===== src/rtl/vcp_pkg.sv =====
// Package: shared types for the vector compare-to-predicate unit.
// Assumes a 4-bit function select laid out as {swap, unsigned, kind[1:0]}.
package vcp_pkg;

    typedef enum logic [1:0] {
        CMP_EQ = 2'b00,
        CMP_NE = 2'b01,
        CMP_LT = 2'b10,
        CMP_GE = 2'b11
    } cmp_kind_e;

    typedef struct packed {
        logic      swap;
        logic      uns;
        cmp_kind_e kind;
    } cmp_func_t;

endpackage


===== src/rtl/vcp_compare.sv =====
// Module: combinational element comparator.
// Swaps the operands when asked, then evaluates EQ/NE/LT/GE with signed
// or unsigned ordering. Assumes both operands have the same width.
module vcp_compare
    import vcp_pkg::*;
#(
    parameter int DATA_W = 16
) (
    input  logic [DATA_W-1:0] lhs_i,
    input  logic [DATA_W-1:0] rhs_i,
    input  cmp_func_t         func_i,
    output logic              pass_o
);

    logic [DATA_W-1:0] opa;
    logic [DATA_W-1:0] opb;
    logic              less;

    // Operand order and ordering relation.
    always_comb begin
        opa  = func_i.swap ? rhs_i : lhs_i;
        opb  = func_i.swap ? lhs_i : rhs_i;
        less = func_i.uns ? (opa < opb) : ($signed(opa) < $signed(opb));
    end

    // Select the relation named by the function kind.
    always_comb begin
        unique case (func_i.kind)
            CMP_EQ:  pass_o = (opa == opb);
            CMP_NE:  pass_o = (opa != opb);
            CMP_LT:  pass_o = less;
            default: pass_o = !less;
        endcase
    end

endmodule


===== src/rtl/vcp_sequencer.sv =====
// Module: run control and element counter.
// Accepts a start when idle, clamps the length to MAX_VL, steps one
// element per clock and pulses done. A scalar run is a single step.
// Assumes MAX_VL >= 2.
module vcp_sequencer #(
    parameter int MAX_VL = 8,
    parameter int CNT_W  = 4,
    parameter int IDX_W  = 3
) (
    input  logic             clk,
    input  logic             rst_n,
    input  logic             start_i,
    input  logic             vector_i,
    input  logic [CNT_W-1:0] vl_i,
    output logic             accept_o,
    output logic             step_o,
    output logic             done_o,
    output logic [IDX_W-1:0] idx_o
);

    logic             busy_q;
    logic             done_q;
    logic [IDX_W-1:0] idx_q;
    logic [IDX_W-1:0] last_q;
    logic [CNT_W-1:0] vl_eff;
    logic [IDX_W-1:0] last_n;

    // Length clamp and index of the final step.
    always_comb begin
        vl_eff = (vl_i > CNT_W'(MAX_VL)) ? CNT_W'(MAX_VL) : vl_i;
        last_n = vector_i ? IDX_W'(vl_eff - 1'b1) : '0;
    end

    assign accept_o = start_i && !busy_q;

    // Run state: idle, stepping, completion pulse.
    always_ff @(posedge clk) begin
        if (!rst_n) begin
            busy_q <= 1'b0;
            done_q <= 1'b0;
            idx_q  <= '0;
            last_q <= '0;
        end else begin
            done_q <= 1'b0;
            if (accept_o) begin
                idx_q <= '0;
                if (vector_i && (vl_eff == '0)) begin
                    done_q <= 1'b1;
                end else begin
                    busy_q <= 1'b1;
                    last_q <= last_n;
                end
            end else if (busy_q) begin
                if (idx_q == last_q) begin
                    busy_q <= 1'b0;
                    done_q <= 1'b1;
                end else begin
                    idx_q <= idx_q + 1'b1;
                end
            end
        end
    end

    assign step_o = busy_q;
    assign done_o = done_q;
    assign idx_o  = idx_q;

    AST_DONE_SINGLE: assert property (@(posedge clk) disable iff (!rst_n)
        done_q && !start_i |=> !done_q);
    AST_DONE_ON_FALL: assert property (@(posedge clk) disable iff (!rst_n)
        $fell(busy_q) |-> done_q);
    AST_IGNORE_BUSY_START: assert property (@(posedge clk) disable iff (!rst_n)
        busy_q && start_i && (idx_q != last_q) |=> idx_q == IDX_W'($past(idx_q) + 1'b1));

endmodule


===== src/rtl/vcp_mask.sv =====
// Module: destination predicate register and all-pass flag.
// Loads the entry mask at start, then applies one element outcome per
// step: rewrite mode when zeroing, set-only otherwise. In a scalar run
// the mask is untouched and the flag takes the single outcome.
module vcp_mask #(
    parameter int MAX_VL = 8,
    parameter int IDX_W  = 3
) (
    input  logic              clk,
    input  logic              rst_n,
    input  logic              load_i,
    input  logic [MAX_VL-1:0] init_i,
    input  logic              step_i,
    input  logic              vec_i,
    input  logic              zero_i,
    input  logic [IDX_W-1:0]  idx_i,
    input  logic              gate_i,
    input  logic              pass_i,
    output logic [MAX_VL-1:0] pred_o,
    output logic              allpass_o
);

    logic [MAX_VL-1:0] pred_q;
    logic              allpass_q;

    // Mask and all-pass update per element.
    always_ff @(posedge clk) begin
        if (!rst_n) begin
            pred_q    <= '0;
            allpass_q <= 1'b0;
        end else if (load_i) begin
            pred_q    <= init_i;
            allpass_q <= 1'b1;
        end else if (step_i) begin
            if (!vec_i) begin
                allpass_q <= pass_i;
            end else if (gate_i) begin
                if (pass_i) begin
                    pred_q[idx_i] <= 1'b1;
                end else begin
                    allpass_q <= 1'b0;
                    if (zero_i) pred_q[idx_i] <= 1'b0;
                end
            end else if (zero_i) begin
                pred_q[idx_i] <= 1'b0;
            end
        end
    end

    assign pred_o    = pred_q;
    assign allpass_o = allpass_q;

    AST_SET_ONLY: assert property (@(posedge clk) disable iff (!rst_n)
        step_i && !zero_i |=> (pred_q & $past(pred_q)) == $past(pred_q));
    AST_MASKED_CLEARED: assert property (@(posedge clk) disable iff (!rst_n)
        step_i && vec_i && zero_i && !gate_i |=> !pred_q[$past(idx_i)]);
    AST_SCALAR_KEEPS_MASK: assert property (@(posedge clk) disable iff (!rst_n)
        step_i && !vec_i |=> $stable(pred_q));
    AST_FAIL_DROPS_TAKEN: assert property (@(posedge clk) disable iff (!rst_n)
        step_i && gate_i && !pass_i |=> !allpass_q);

endmodule


===== src/rtl/vcmp_pred_unit.sv =====
// Module: vector compare to predicate unit (top).
// Captures the run configuration at start, fetches one element pair per
// clock through the index ports, compares and updates the predicate.
// Assumes element data arrives in the same cycle as its index.
module vcmp_pred_unit
    import vcp_pkg::*;
#(
    parameter  int DATA_W = 16,
    parameter  int MAX_VL = 8,
    localparam int CNT_W  = $clog2(MAX_VL + 1),
    localparam int IDX_W  = (MAX_VL > 1) ? $clog2(MAX_VL) : 1
) (
    input  logic              clk,
    input  logic              rst_n,
    input  logic              start_i,
    input  logic [CNT_W-1:0]  vl_i,
    input  logic [3:0]        func_i,
    input  logic              rs1_act_i,
    input  logic              rs1_vec_i,
    input  logic              rs2_act_i,
    input  logic              rs2_vec_i,
    input  logic [MAX_VL-1:0] src_pred_i,
    input  logic [MAX_VL-1:0] dst_pred_i,
    input  logic              zero_i,
    output logic [IDX_W-1:0]  rs1_idx_o,
    input  logic [DATA_W-1:0] rs1_data_i,
    output logic [IDX_W-1:0]  rs2_idx_o,
    input  logic [DATA_W-1:0] rs2_data_i,
    output logic              busy_o,
    output logic              done_o,
    output logic [MAX_VL-1:0] pred_o,
    output logic              taken_o
);

    logic              r1v_now, r2v_now;
    logic              r1v_q, r2v_q, zero_q;
    cmp_func_t         func_q;
    logic [MAX_VL-1:0] spred_q;
    logic              accept, step, pass, gate;
    logic [IDX_W-1:0]  idx;

    assign r1v_now = rs1_act_i && rs1_vec_i;
    assign r2v_now = rs2_act_i && rs2_vec_i;

    // Capture the run configuration on an accepted start.
    always_ff @(posedge clk) begin
        if (!rst_n) begin
            r1v_q   <= 1'b0;
            r2v_q   <= 1'b0;
            zero_q  <= 1'b0;
            func_q  <= cmp_func_t'(4'b0);
            spred_q <= '0;
        end else if (accept) begin
            r1v_q   <= r1v_now;
            r2v_q   <= r2v_now;
            zero_q  <= zero_i;
            func_q  <= cmp_func_t'(func_i);
            spred_q <= src_pred_i;
        end
    end

    vcp_sequencer #(
        .MAX_VL (MAX_VL),
        .CNT_W  (CNT_W),
        .IDX_W  (IDX_W)
    ) i_seq (
        .clk      (clk),
        .rst_n    (rst_n),
        .start_i  (start_i),
        .vector_i (r1v_now || r2v_now),
        .vl_i     (vl_i),
        .accept_o (accept),
        .step_o   (step),
        .done_o   (done_o),
        .idx_o    (idx)
    );

    // Scalar sources stay on element 0; vector sources follow the counter.
    assign rs1_idx_o = r1v_q ? idx : '0;
    assign rs2_idx_o = r2v_q ? idx : '0;
    assign gate      = (r1v_q || r2v_q) ? spred_q[idx] : 1'b1;

    vcp_compare #(
        .DATA_W (DATA_W)
    ) i_cmp (
        .lhs_i  (rs1_data_i),
        .rhs_i  (rs2_data_i),
        .func_i (func_q),
        .pass_o (pass)
    );

    vcp_mask #(
        .MAX_VL (MAX_VL),
        .IDX_W  (IDX_W)
    ) i_mask (
        .clk       (clk),
        .rst_n     (rst_n),
        .load_i    (accept),
        .init_i    (dst_pred_i),
        .step_i    (step),
        .vec_i     (r1v_q || r2v_q),
        .zero_i    (zero_q),
        .idx_i     (idx),
        .gate_i    (gate),
        .pass_i    (pass),
        .pred_o    (pred_o),
        .allpass_o (taken_o)
    );

    assign busy_o = step;

endmodule


===== config.mk =====
export PLATFORM = sky130hd
export DESIGN_NAME = vcmp_pred_unit
export DESIGN_NICKNAME = d
export VERILOG_FILES = /design/src/rtl/vcp_pkg.sv /design/src/rtl/vcp_compare.sv /design/src/rtl/vcp_sequencer.sv /design/src/rtl/vcp_mask.sv /design/src/rtl/vcmp_pred_unit.sv
export SDC_FILE = /design/constraint.sdc
export NUM_CORES = 1
export LEC_CHECK = 0
export BUFFER_PORTS_ARGS = -buffer_cell sky130_fd_sc_hd__buf_2
export CELL_PAD_IN_SITES_DETAIL_PLACEMENT = 0
export CELL_PAD_IN_SITES_GLOBAL_PLACEMENT = 1
export CORE_UTILIZATION = 39
export CTS_BUF_LIST = sky130_fd_sc_hd__clkbuf_8 sky130_fd_sc_hd__clkbuf_16
export DETAILED_ROUTE_END_ITERATION = 12
export PLACE_DENSITY_LB_ADDON = 0.1
export SLEW_MARGIN = 20
export SYNTH_ARGS = -nofsm -noshare
export SYNTH_HDL_FRONTEND = slang
export SYNTH_SLANG_ARGS = --single-unit
export TNS_END_PERCENT = 50

===== constraint.sdc =====
create_clock -name clk -period 10.81 [get_ports clk]
set_input_delay 0.5405 -clock clk [delete_from_list [all_inputs] [get_ports clk]]
set_output_delay 0.5405 -clock clk [all_outputs]
set_load 0.01 [all_outputs]

* After elaboration in Yosys (flattened, before gate mapping)
Index checks and enable logic that the tools add are counted.
** Storage, ports and cells
- Bits in registers :: 32
- Input bits :: 64
- Output and inout port bits :: 17
- Word-level logic and storage cells :: 84
** Cells by class
- $add $sub $neg :: 2
- Magnitude comparators :: 5
- Equal/unequal tests :: 8
- Muxes and demuxes :: 32
- Bitwise logic cells :: 6
- Reduce and logical (&&, ||, !) cells :: 18
** Operators by type and width (count)
- 8-bit 2-to-1 mux :: 6
- 16-bit less-than comparator :: 2
- 16-bit 2-to-1 mux :: 2
- 1-bit 2-to-1 mux :: 17
- 16-bit equality test :: 1
- 16-bit inequality test :: 1
- 3-bit 2-to-1 mux :: 3
- 8-bit AND :: 1
- 8-bit NOT :: 1
- 8-bit OR :: 1
- 3-bit inequality test (second input constant) :: 2
- 2-bit AND reduction :: 3
- 1-bit logical AND :: 5
- 4-bit > comparator (second input constant) :: 1
- 4-bit zero test :: 1
- 3-bit by 4-bit less-than comparator with 1-bit output (second input constant) :: 1
- 4-bit 2-to-1 mux :: 1
- 2-bit nonzero test :: 2
- 3-bit by 1-bit adder with 3-bit output (second input constant) :: 1
- 1-bit binary-select mux with 3-bit select :: 1
- 1-bit demux with 3-bit select :: 1
- 3-bit equality test :: 1
- 3-bit by 1-bit >= comparator with 1-bit output (second input constant) :: 1
- 1-bit NOT :: 3
- 10 further kinds :: 12

* Depth between registers and ports, before layout
Gate-level depths: netlist (run 1).
- Depth in word-level cells :: 12
- Gate-level depth with buffers :: 12

* By module
From an unflattened synthesis (run 1), not the netlist that was laid out.
** Unflattened totals
- Cells, all modules :: 265
- Area, all modules :: 2565.0 um^2
** By module, submodules not included
- vcp_compare :: times used 1, cells an instance 88, area an instance 753.2 um^2, seq. area each 0.0 um^2
- vcmp_pred_unit :: times used 1, cells an instance 65, area an instance 698.2 um^2, seq. area each 300.3 um^2
- vcp_mask :: times used 1, cells an instance 60, area an instance 626.9 um^2, seq. area each 180.2 um^2
- vcp_sequencer :: times used 1, cells an instance 52, area an instance 486.7 um^2, seq. area each 160.2 um^2

* Least setup slack after synthesis (run 1)
No wires, ideal clock.
- Kind :: register to register
- From :: register func_q[3] (netlist name)
- To :: register i_mask.pred_q[0], in the netlist i_mask.pred_o[0]
- Setup time :: 0.095 ns
- Arrival :: 3.382 ns
- Required time :: 10.715 ns
- Path slack :: 7.333 ns
- Stages on the path, launching flop included :: 13
- Buffers on the path :: 2
- Clock period less this slack :: 3.477 ns
- Cells stage by stage :: dfxtp_1 -> clkbuf_1 -> clkbuf_1 -> mux2_2 -> ha_1 -> nand2b_1 -> a21oi_1 -> o311a_2 -> o31a_1 -> nor4_4 -> mux2i_2 -> nor2_2 -> a221oi_1
** Between the ends
- Cells in the longest elaborated chain, start to end :: 10
- Elaborated cells on any way between the ends :: 14
** Ends and longest elaborated chain
- start: declaration :: line vcmp_pred_unit.sv:37 : cmp_func_t func_q;
- start signal: assignment :: line vcmp_pred_unit.sv:51 : func_q <= cmp_func_t'(4'b0);
- start signal: assignment :: line vcmp_pred_unit.sv:57 : func_q <= cmp_func_t'(func_i);
- 16-bit 2-to-1 mux, on equally long branches :: line vcp_compare.sv:21, vcp_compare.sv:22
- 16-bit less-than comparator :: line vcp_compare.sv:23 : less = func_i.uns ? (opa < opb) : ($signed(opa) < $signed(opb));
- 1-bit 2-to-1 mux :: line vcp_compare.sv:23
- 1-bit zero test :: line vcp_compare.sv:32 : default: pass_o = !less;
- 1-bit one-hot mux with 3 select lines * :: line vcp_compare.sv:28 : unique case (func_i.kind)
- 8-bit 2-to-1 mux * :: line vcp_mask.sv:38 : if (pass_i) begin
- 8-bit 2-to-1 mux * :: line vcp_mask.sv:37 : end else if (gate_i) begin
- 8-bit 2-to-1 mux * :: line vcp_mask.sv:35 : if (!vec_i) begin
- 8-bit 2-to-1 mux * :: line vcp_mask.sv:34 : end else if (step_i) begin
- 8-bit 2-to-1 mux * :: line vcp_mask.sv:31 : end else if (load_i) begin
- end signal: assignment :: line vcp_mask.sv:32 : pred_q <= init_i;
- end: declaration :: line vcp_mask.sv:23 : logic [MAX_VL-1:0] pred_q;
Every way passes the cells marked *; elsewhere a longest branch is shown, timed or not. The select of a mux whose other input is x is not followed.
A chain may end at the register's enable or synchronous reset.

* Final worst setup path (run 1)
Same ends and word-level chain as after synthesis.

==> results of run 1 <==
-- layout make-up --
class                           count  area [sq um]
Fill cell                         621          2980
Tap cell                           75          93.8
Clock inverter                      3          42.5
Timing Repair Buffer               83           423
Clock buffer                        5          68.8
Sequential cell                    32           641
Inverter                            5          18.8
Multi-Input combinational cell    238          1690
-- power groups by stage --
| stage | Sequential [W] | Clock [W] | Combinational (W) |
|---|---|---|---|
| finish | 0.000131 | 0.000115 | 0.0000807 |
| floorplan | 0.000134 | 0 | 0.0000528 |
| global placement | 0.000134 | 0 | 0.0000803 |
| global route | 0.000133 | 0.000123 | 0.0000915 |
| detailed placement | 0.000134 | 0 | 0.0000814 |
| CTS | 0.000132 | 0.000116 | 0.0000820 |
-- kinds of logic after synthesis --
group | Yosys count | synth area share [%]
compound gates | 64 | 18.1
buf+inv | 21 | 3.38
flops | 32 | 26.6
simple gates | 114 | 24.6
fa+ha+maj | 18 | 9.35
xor+xnor | 8 | 2.91
mux | 34 | 15.1
-- sequential cells by signal, indices dropped and copies added (netlist names) --
signal / cells
func_q: 4
i_mask.allpass_o: 1
i_mask.pred_o: 8
i_seq.done_o: 1
i_seq.idx_o: 3
i_seq.last_q: 3
i_seq.step_o: 1
r1v_q: 1
r2v_q: 1
spred_q: 8
zero_q: 1
-- worst max-delay path, delay by kind of cell, from the launching register on --
kind	cells	cell delay, ns
fa+ha+maj	1	0.31
simple gates	5	1.11
flops	1	0.31
buf+inv	1	0.37
compound gates	2	0.44
mux	2	0.93
-- metal layers --
layer	vias up	wire [microns]	track usage (%)
li1	1192	-	-
met1	1015	2810	23.6
met2	44	2510	29.4
met3	0	228	3.75
met4	0	0	3.21
met5	-	0	0
-- synth_stat cells, types with 3 or more instances --
cell      instances
a21oi_1           9
nand3_1           9
o21ai_0          15
nand4_1           5
nand3b_1          3
o211ai_1          3
ha_1             18
mux2_2           15
a31oi_1           6
clkbuf_1         13
nor2b_1           8
nor2_1           13
mux2i_1          18
xnor2_1           6
dfxtp_1          32
and2_1            8
inv_1             5
a21boi_0         17
a22oi_1           3
nand2b_1          6
nand2_1          47
-- per-stage QoR --
stage | utilization [%] | area, sq um | setup WS, ns | hold slack, ns
after floorplan | - | 2410 | 7.33 | 0.443
after global placement | 48.1 | 2860 | 7.28 | 0.454
after detailed placement | 48.1 | 2860 | 7.20 | 0.461
after CTS | 49.9 | 2970 | 7.18 | 0.471
after global routing | 49.9 | 2970 | 6.88 | 0.488
final | 49.9 | 2970 | 7.19 | 0.470
-- worst paths after layout --
kind	startpoint	endpoint
setup / recovery	func_q[3]	i_mask.pred_o[0]
setup reg to reg	func_q[3]	i_mask.pred_o[0]
hold / removal	spred_q[1]	spred_q[1]
hold reg to reg	spred_q[1]	spred_q[1]
==> key figures, run 1 <==
Clock network
  – Worst-Skew Late Latency: 0.28 ns
  – Clock root buffer: clkbuf_8
  – Number of gates given a new drive strength after cts: 0
  – Num CTS Buffers: 5
  – Clk sinks: 32
  – Setup Buffers After CTS: 0
  – H-tree lvl count: 2
  – Clock edge transition at the registers on the reported setup and hold paths: approximately 0.07 ns
  – Clock tree from TritonCTS: yes
  – Number of hold buffers added after CTS: 0
  – Buffer levels on the longest clock path: 2

Timing
  – Setup TNS: 0 ns
  – Final Critical Period: 3.62 ns
  – RSZ-0062 raised after global routing: no
  – Crit share post-route: 33.5%
  – Total setup violations reported at the end of the flow: 0
  – Worst-Margin Slew: 0.612 ns
  – Final hold violation count: 0
  – Relative slew margins: between 50 and 60%
  – Max Fclk: 276 MHz
  – Total count of max-transition violations in the final report: 0
  – Final setup skew: approximately 0.0042 ns

Placement
  – Total of buffers placed on input and output ports: 80
  – Number of cells after detailed placement: approximately 430
  – Weighted congestion at the end of routability-driven global placement: ~0.76
  – Final HPWL from detailed placement: 4.19 mm

Power
  – Total power per unit cell area: 110 nW/um^2
  – Proportion of total power due to net switching: 28.8%
  – Clock power frac: about a third
  – Internal power: 0.000233 W
  – Total power draw: 0.000327 W
  – Power dissipated by switching net loads: 0.0000940 W
  – Standby leakage power: around 1.3 nW
  – Maximum vdd ir drop: between 0.07 and 0.08 mV
  – Proportion of power drawn by flip-flops and latches: 40.2%
  – Combinational share of power: 24.7%

Synth
  – Post-synthesis instance total: 291
  – Post-synth net total: around 370
  – Part of the Yosys area used for sequential elements: a little over a quarter
  – Top FF cell, synth: dfxtp_1
  – Cell variety after synth: 46
  – Post-synthesis async set-or-reset flop share: 0%
  – Yosys warnings: 0
  – Number of synthesized register bits: 32
  – Main area contributors after synthesis: dfxtp_1 (27%), ha_1 (9.4%), mux2i_1 (7.5%), nand2_1 (7.3%), mux2_2 (7.0%)
  – Share of the synthesized area in the top cell type: 26.6%
  – Cell area after synthesis: 2410 sq um
  – Cell type contributing the most total cell area after synthesis: dfxtp_1
  – Synthesized area per cell: 8.28 sq um
  – Number of flops mapped to enable cells by yosys: 0

Global routing
  – Vias in the first global route: 1984
  – Pin count of the biggest net entering global routing: 34
  – Initial antenna violation count: 0
  – Total grt overflow: 0
  – GRT Overall Usage: between 10% and 20%
  – Global-route wire length before repair: 8.96 mm

Floorplanning
  – Std cell rows: 28
  – Initial core utilization: 40.4%
  – Vertical extent of the die: about 81 microns
  – Die width: slightly above 80 microns
  – Floorplan Core Area: 5960 sq um
  – Die ar.: roughly 6500 sq um
  – I/O pins: 81

Layout
  – Final nets: 447
  – Commonest non-fill, non-tap cell in the layout: buf_2
  – Antenna cells: 0
  – Number of non-filler instances in the completed layout: 441
  – Most frequent cells in the layout: buf_2 (80), nand2_1 (47), dfxtp_1 (32), mux2i_1 (18), ha_1 (18)
  – Fraction of final layout cells sized beyond drive strength 1: 31.7%
  – Synthesis-to-layout area growth: 23.5%

Setup path
  – Critical Setup Path Class: flip-flop to flip-flop
  – Max FO, Critical Path: 33
  – Delay of the slowest cell on the worst path: 0.54 ns
  – Worst reg2reg setup slack: 7.19 ns
  – Worst-path cell with the longest stage delay: mux2i_2
  – Cell-by-cell listing of the critical path: buf_4 -> mux2_2 -> ha_1 -> nand2_1 -> o21ai_0 -> nor3b_1 -> nor4_2 -> nor4_4 -> mux2i_2 -> nand3_1 -> a221oi_1
  – Worst Path Required: approximately 11 ns
  – Arrival time reported for the critical path endpoint: around 3.8 ns
  – Critical Path Start Type: flip-flop
  – Endpoint type of the worst setup path: flip-flop
  – Depth of the most critical reg-to-reg path: 11

Drt
  – Drt initial violations: 68
  – Number of vias per cell: 5.10
  – Total wire length: 5.55 mm
  – Via count: 2251
  – Routed WL per cell: between 10 and 15 microns
  – Antenna-violating nets left: 0
  – Post-route DRC violation count: 0
  – First-pass DRT Iterations: 4

Worst hold path
  – Number of instances on the worst hold path: 2
  – Min-delay worst type: flip-flop to flip-flop

Status
  – Outcome: finished clean

Run
  – Maxcap violations: 0
No activity file was read; power rests on OpenSTA's default activity.
==> run 2, diff against run 1 <==
--- a/config.mk
+++ b/config.mk
@@ -8,7 +8,7 @@
 export BUFFER_PORTS_ARGS = -buffer_cell sky130_fd_sc_hd__buf_2
 export CELL_PAD_IN_SITES_DETAIL_PLACEMENT = 0
 export CELL_PAD_IN_SITES_GLOBAL_PLACEMENT = 1
-export CORE_UTILIZATION = 39
+export CORE_UTILIZATION = 33
 export CTS_BUF_LIST = sky130_fd_sc_hd__clkbuf_8 sky130_fd_sc_hd__clkbuf_16
 export DETAILED_ROUTE_END_ITERATION = 12
 export PLACE_DENSITY_LB_ADDON = 0.1
==> constraint.sdc (replaced) <==
create_clock -name clk -period 3.3 [get_ports clk]
set_input_delay 0.165 -clock clk [delete_from_list [all_inputs] [get_ports clk]]
set_output_delay 0.165 -clock clk [all_outputs]
set_load 0.01 [all_outputs]
==> key figures, run 2 (same netlist as run 1, synthesis figures left out) <==
Floorplanning
  – Vertical extent of the die: 87.4 microns
  – Std cell rows: 30
  – I/O pins: a little over 80
  – Initial core utilization: around a third
  – Die ar.: 7640 sq um
  – Floorplan Core Area: ~7000 sq um
  – Die width: 87.4 microns

Run
  – Maxcap violations: 0

Placement
  – Total of buffers placed on input and output ports: 80
  – Final HPWL from detailed placement: ~4.4 mm
  – Cell area reported after detailed placement: 2940 sq um
  – Weighted congestion at the end of routability-driven global placement: 0.732

Drt
  – Via count: 2385
  – Number of vias per cell: 5.02
  – Post-route DRC violation count: 0
  – First-pass DRT Iterations: 4
  – Total wire length: 6.40 mm
  – Antenna-violating nets left: 0
  – Drt initial violations: between 60 and 70
  – Routed WL per cell: 13.5 microns

Worst hold path
  – Terminating pin of the worst hold path: spred_q[7]
  – Number of instances on the worst hold path: 3
  – Worst Min Path Start: src_pred_i[7]
  – Min-delay worst type: input pin to flip-flop

Global routing
  – Pin count of the biggest net entering global routing: 33
  – Vias in the first global route: ~2200
  – Global-route wire length before repair: just under 10 mm
  – Initial antenna violation count: 0
  – GRT Overall Usage: 16.3%
  – Total grt overflow: 0

Layout
  – Commonest non-fill, non-tap cell in the layout: buf_2
  – Post-route standard cell area excluding fillers: 3410 sq um
  – Antenna cells: 0
  – Fraction of final layout cells sized beyond drive strength 1: 39.8%
  – Final nets: 460
  – Synthesis-to-layout area growth: 41.8%
  – Most frequent cells in the layout: buf_2 (80), nand2_1 (46), dfxtp_1 (31), a21boi_0 (17), mux2i_1 (15)

Clock network
  – Clock edge transition at the registers on the reported setup and hold paths: 0.07 ns
  – Clock tree from TritonCTS: yes
  – Number of hold buffers added after CTS: 0
  – Buffer levels on the longest clock path: 2
  – Worst-Skew Late Latency: 0.28 ns
  – Clock root buffer: clkbuf_8
  – H-tree lvl count: 2
  – Num CTS Buffers: 5
  – Clk sinks: 32

Timing
  – Worst-Margin Slew: approximately 0.65 ns
  – Total setup violations reported at the end of the flow: 0
  – Total count of max-transition violations in the final report: 0
  – Crit share post-route: 95.7%
  – Relative slew margins: 56.8%
  – Final hold violation count: 0
  – Final setup skew: approximately 0.0070 ns
  – Final Critical Period: 3.16 ns
  – Max Fclk: 317 MHz
  – RSZ-0062 raised after global routing: no

Setup path
  – Cell-by-cell listing of the critical path: buf_12 -> mux2_2 -> ha_4 -> nand2_2 -> a21oi_1 -> o311a_4 -> o31a_1 -> nor4_4 -> buf_6 -> mux2i_4 -> buf_6 -> a32oi_1 -> a21oi_1
  – Depth of the most critical reg-to-reg path: 13
  – Delay of the slowest cell on the worst path: 0.39 ns
  – Critical path buffer and inverter count: 3
  – Worst r2r dst: i_mask.pred_o[3]
  – Max FO, Critical Path: 7
  – Endpoint type of the worst setup path: flip-flop
  – Worst reg2reg setup slack: 0.14 ns
  – Worst Path Required: 3.51 ns
  – Critical Path Start Type: flip-flop
  – Arrival time reported for the critical path endpoint: between 3 and 4 ns
  – Launch point of the worst reg-to-reg path: func_q[3]
  – Crit path max-delay family: compound AO/OA/AOI/OAI gates
  – Critical Setup Path Class: flip-flop to flip-flop
  – Worst-path cell with the longest stage delay: dfxtp_4

Power
  – Internal power: 0.000811 W
  – Standby leakage power: 1.39 nW
  – Maximum vdd ir drop: 0.207 mV
  – Clock power frac: 32.4%
  – Power dissipated by switching net loads: 0.000339 W
  – Proportion of total power due to net switching: 29.5%
  – Proportion of power drawn by flip-flops and latches: 37.6%
  – Combinational share of power: 30.0%
  – Total power per unit cell area: 337 nW/um^2
  – Total power draw: 0.00115 W

Status
  – Outcome: finished clean
-- run 2: timing repair --
action                     in CTS  in global routing
cloned                          1                  2
pin swaps                       1                  9
setup buffers                   1                  5
setup endpoints to repair       2                  9
resized for setup               0                 38
-- run 2: worst max path at each step --
| stage | startpoint | end | slack (ns) | cells after the start |
|---|---|---|---|---|
| 3_3_place_gp | func_q[3] | i_mask.pred_o[4] | 0.02 | 11 |
| 5_1_grt | func_q[3] | i_mask.pred_o[4] | 0.0001 | 13 |
| 4_1_cts | func_q[3] | i_mask.allpass_o | 0.04 | 13 |
| 2_1_floorplan | func_q[3] | i_mask.pred_o[0] | 0.01 | 12 |
| 3_5_place_dp | func_q[3] | i_mask.pred_o[0] | -0.03 | 11 |
| 6_report | func_q[3] | i_mask.pred_o[3] | 0.14 | 13 |
-- run 2: routing by layer --
layer | GRT usage (%) | part of all wire [%]
met1 | 21.2 | 49
met2 | 28.1 | 46
met3 | 3.32 | 4.0
met4 | 2.68 | 0.14
met5 | 0 | 0
-- run 2: layout make-up --
class	count	area (sq um)
clock buffer	5	68.8
sequential	32	644
clock inverter	3	38.8
multi-input combinational	239	1930
inverter	5	18.8
tap	96	120
fill	729	3490
timing repair buffer	95	596
-- run 2: worst register-to-register path, cell delays in order, from the launching register on --
cell	delay, ns
dfxtp_4	0.39
buf_12	0.14
mux2_2	0.36
ha_4	0.24
nand2_2	0.08
a21oi_1	0.05
o311a_4	0.38
o31a_1	0.28
nor4_4	0.28
buf_6	0.17
mux2i_4	0.34
buf_6	0.14
a32oi_1	0.09
a21oi_1	0.15
-- run 2: through the flow --
step | hold slack [ns] | setup WS, ns | TNS [ns] | util, % | instances
floorplan | 0.310 | 0.0119 | 0 | - | 291
global placement | 0.422 | 0.0197 | 0 | 42.6 | 458
detailed placement | 0.425 | -0.0345 | -0.0539 | 42.6 | 458
CTS | 0.123 | 0.0400 | 0 | 44.4 | 468
global route | 0.132 | 0.000118 | 0 | 49.4 | 475
finish | 0.128 | 0.141 | 0 | 49.4 | 475
-- run 2: power groups by stage --
stage / Combinational, W / Sequential [W] / Clock [W]
2_1_floorplan: 0.000176 / 0.000439 / 0
3_3_place_gp: 0.000276 / 0.000440 / 0
3_5_place_dp: 0.000277 / 0.000440 / 0
4_1_cts: 0.000283 / 0.000431 / 0.000380
5_1_grt: 0.000387 / 0.000436 / 0.000396
6_report: 0.000345 / 0.000432 / 0.000372
==> run 3, diff against run 2 <==
--- a/config.mk
+++ b/config.mk
@@ -5,10 +5,11 @@
 export SDC_FILE = /design/constraint.sdc
 export NUM_CORES = 1
 export LEC_CHECK = 0
+export ABC_AREA = 1
 export BUFFER_PORTS_ARGS = -buffer_cell sky130_fd_sc_hd__buf_2
 export CELL_PAD_IN_SITES_DETAIL_PLACEMENT = 0
 export CELL_PAD_IN_SITES_GLOBAL_PLACEMENT = 1
-export CORE_UTILIZATION = 33
+export CORE_UTILIZATION = 31
 export CTS_BUF_LIST = sky130_fd_sc_hd__clkbuf_8 sky130_fd_sc_hd__clkbuf_16
 export DETAILED_ROUTE_END_ITERATION = 12
 export PLACE_DENSITY_LB_ADDON = 0.1
==> key figures, run 3 <==
Timing
  – Setup TNS: 0 ns
  – Crit share post-route: 77.2%
  – Relative slew margins: 33.3%
  – Worst-Margin Slew: 0.997 ns
  – RSZ-0062 raised after global routing: no
  – Total count of max-transition violations in the final report: 0
  – Total setup violations reported at the end of the flow: 0
  – Final hold violation count: 0
  – Final setup skew: 0.00607 ns
  – Final Critical Period: 2.55 ns
  – Max Fclk: 393 MHz
  – Post-Route Hold Slack: 0.122 ns

Global routing
  – Initial antenna violation count: 0
  – Global-route wire length before repair: 11.2 mm
  – Pin count of the biggest net entering global routing: between 60 and 70
  – Vias in the first global route: 2514
  – GRT Overall Usage: 16.1%
  – Total grt overflow: 0

Clock network
  – Clock edge transition at the registers on the reported setup and hold paths: 0.07 ns
  – Clock tree from TritonCTS: yes
  – Num CTS Buffers: 5
  – Buffer levels on the longest clock path: 2
  – Worst-Skew Late Latency: 0.29 ns
  – Clk sinks: 32
  – Clock root buffer: clkbuf_8
  – Setup Buffers After CTS: 0
  – Number of hold buffers added after CTS: 0
  – Number of gates given a new drive strength after cts: 0
  – H-tree lvl count: 2

Placement
  – Weighted congestion at the end of routability-driven global placement: 0.736
  – Final HPWL from detailed placement: between 5 and 6 mm
  – Total of buffers placed on input and output ports: 80

Synth
  – Share of the synthesized area in the top cell type: about a quarter
  – Top FF cell, synth: dfxtp_1
  – Most numerous cell in the Yosys netlist: nand2_1
  – Post-synthesis instance total: 434
  – Cell variety after synth: 31
  – Post-synthesis async set-or-reset flop share: 0%
  – Part of the Yosys area used for sequential elements: ~25%
  – Synthesized area per cell: 6.01 sq um
  – Cell area after synthesis: ~2600 sq um
  – Post-synth net total: 516
  – Number of flops mapped to enable cells by yosys: 0
  – Cell type contributing the most total cell area after synthesis: dfxtp_1
  – Yosys warnings: 0
  – List of most frequent post-synthesis cells: nand2_1 (121), inv_1 (61), o21ai_0 (47)
  – Main area contributors after synthesis: dfxtp_1 (25%), nand2_1 (17%), o21ai_0 (9.0%), inv_1 (8.8%), ha_1 (8.6%)
  – Number of synthesized register bits: 32

Power
  – Standby leakage power: 1.67 nW
  – Total power per unit cell area: roughly 370 nW/um^2
  – Maximum vdd ir drop: ~0.15 mV

Floorplanning
  – Vertical extent of the die: roughly 94 microns
  – Floorplan Core Area: 8180 sq um
  – Die width: 93.7 microns
  – Die ar.: 8780 sq um
  – Initial core utilization: a little under a third
  – I/O pins: 81
  – Std cell rows: 33

Setup path
  – Max FO, Critical Path: 62
  – Worst reg2reg setup slack: 0.75 ns
  – Depth of the most critical reg-to-reg path: 17
  – End point of the critical path: i_mask.pred_o[3]
  – Critical Setup Path Class: flip-flop to flip-flop
  – Arrival time reported for the critical path endpoint: 2.70 ns
  – Endpoint type of the worst setup path: flip-flop
  – Worst r2r dst: i_mask.pred_o[3]
  – Worst Path Required: about 3.5 ns
  – Most frequent cell on the critical path: nand2_1
  – Launch point of the worst reg-to-reg path: func_q[3]
  – Worst-path cell with the longest stage delay: buf_4
  – Delay of the slowest cell on the worst path: roughly 0.40 ns
  – Cell-by-cell listing of the critical path: buf_4 -> o21ai_0 -> ha_1 -> nand2_1 -> inv_1 -> a21oi_1 -> nor2_1 -> nor2_2 -> nand2_1 -> nand2_1 -> nand3_2 -> nand2_2 -> nand2_4 -> nand3_1 -> nand2_1 -> nand2_1 -> a21oi_2
  – CP startpoint: func_q[3]
  – Critical Path Start Type: flip-flop

Drt
  – Antenna-violating nets left: 0
  – First-pass DRT Iterations: 4
  – Drt initial violations: 53
  – Total wire length: ~6.7 mm
  – Post-route DRC violation count: 0
  – Routed WL per cell: 10.9 microns
  – Number of vias per cell: around 4.5
  – Via count: 2747

Worst hold path
  – Number of instances on the worst hold path: 3
  – Worst Min Path Start: zero_i
  – Min-delay worst type: input pin to flip-flop

Layout
  – Synthesis-to-layout area growth: 21.8%
  – Filler cell count in the final layout: 964
  – Final nets: roughly 590
  – Combined area of the multi-input logic cells: 1630 sq um
  – Most frequent cells in the layout: nand2_1 (121), buf_2 (80), inv_1 (61), o21ai_0 (47), nor2_1 (41)
  – FF+latch area: ~640 sq um
  – Commonest non-fill, non-tap cell in the layout: nand2_1
  – Antenna cells: 0
  – Fraction of final layout cells sized beyond drive strength 1: between 20% and 30%

Run
  – Maxcap violations: 0

Status
  – Outcome: finished clean
==> run 3: through the flow <==
step	instance area [sq um]	worst slack [ns]	cells	util (%)	power, W
2_1_floorplan	2610	1.10	434	-	0.000706
3_3_place_gp	3060	0.808	601	37.5	0.000812
3_5_place_dp	3060	0.743	601	37.5	0.000817
4_1_cts	3180	0.736	609	38.8	0.00120
5_1_grt	3180	0.401	609	38.8	0.00128
6_report	3180	0.753	609	38.8	0.00118
==> run 3: final cells by class <==
| type | instances | share of cell area, % |
|---|---|---|
| clock buffers | 5 | 2.17 |
| clock inverters | 3 | 1.34 |
| inverters | 66 | 7.80 |
| multi-input cells | 316 | 51.3 |
| flip-flops and latches | 32 | 20.2 |
| well taps | 105 | 4.14 |
| repair buffers | 82 | 13.1 |
==> run 3: worst max-delay path: cells and delay by family (launching register included) <==
kind	cells	cell delay [ns]
buf+inv	2	0.45
simple gates	11	0.91
compound gates	3	0.38
flops	1	0.31
fa+ha+maj	1	0.33
==> run 3: worst min path at each step <==
stage and endpoint:
2_1_floorplan r2v_q, 3_3_place_gp zero_q, 3_5_place_dp zero_q, 4_1_cts zero_q
5_1_grt spred_q[0], 6_report zero_q
==> run 3: report_power, final <==
group | switching [W] | total, W | leakage (nW) | internal [W]
logic | 0.000216 | 0.000359 | 1.36 | 0.000143
registers | 0.0000268 | 0.000445 | 0.264 | 0.000418
clock network | 0.000158 | 0.000381 | 0.0541 | 0.000223
==> run 3: kinds of logic after synthesis <==
group	synth area share, %
AND/OR/NAND/NOR	34.4
AO/OA/AOI/OAI	18.5
buffers and inverters	13.0
flip-flops	24.6
adder cells (fa/ha/maj)	8.64
XOR/XNOR	1.01
==> run 3: routing by layer <==
layer	track usage, %	vias to the layer above	wire, microns
met5	0	-	0
li1	-	1520	-
met3	2.59	7	251
met4	3.85	0	64
met1	23.1	1171	3590
met2	24.8	49	2770
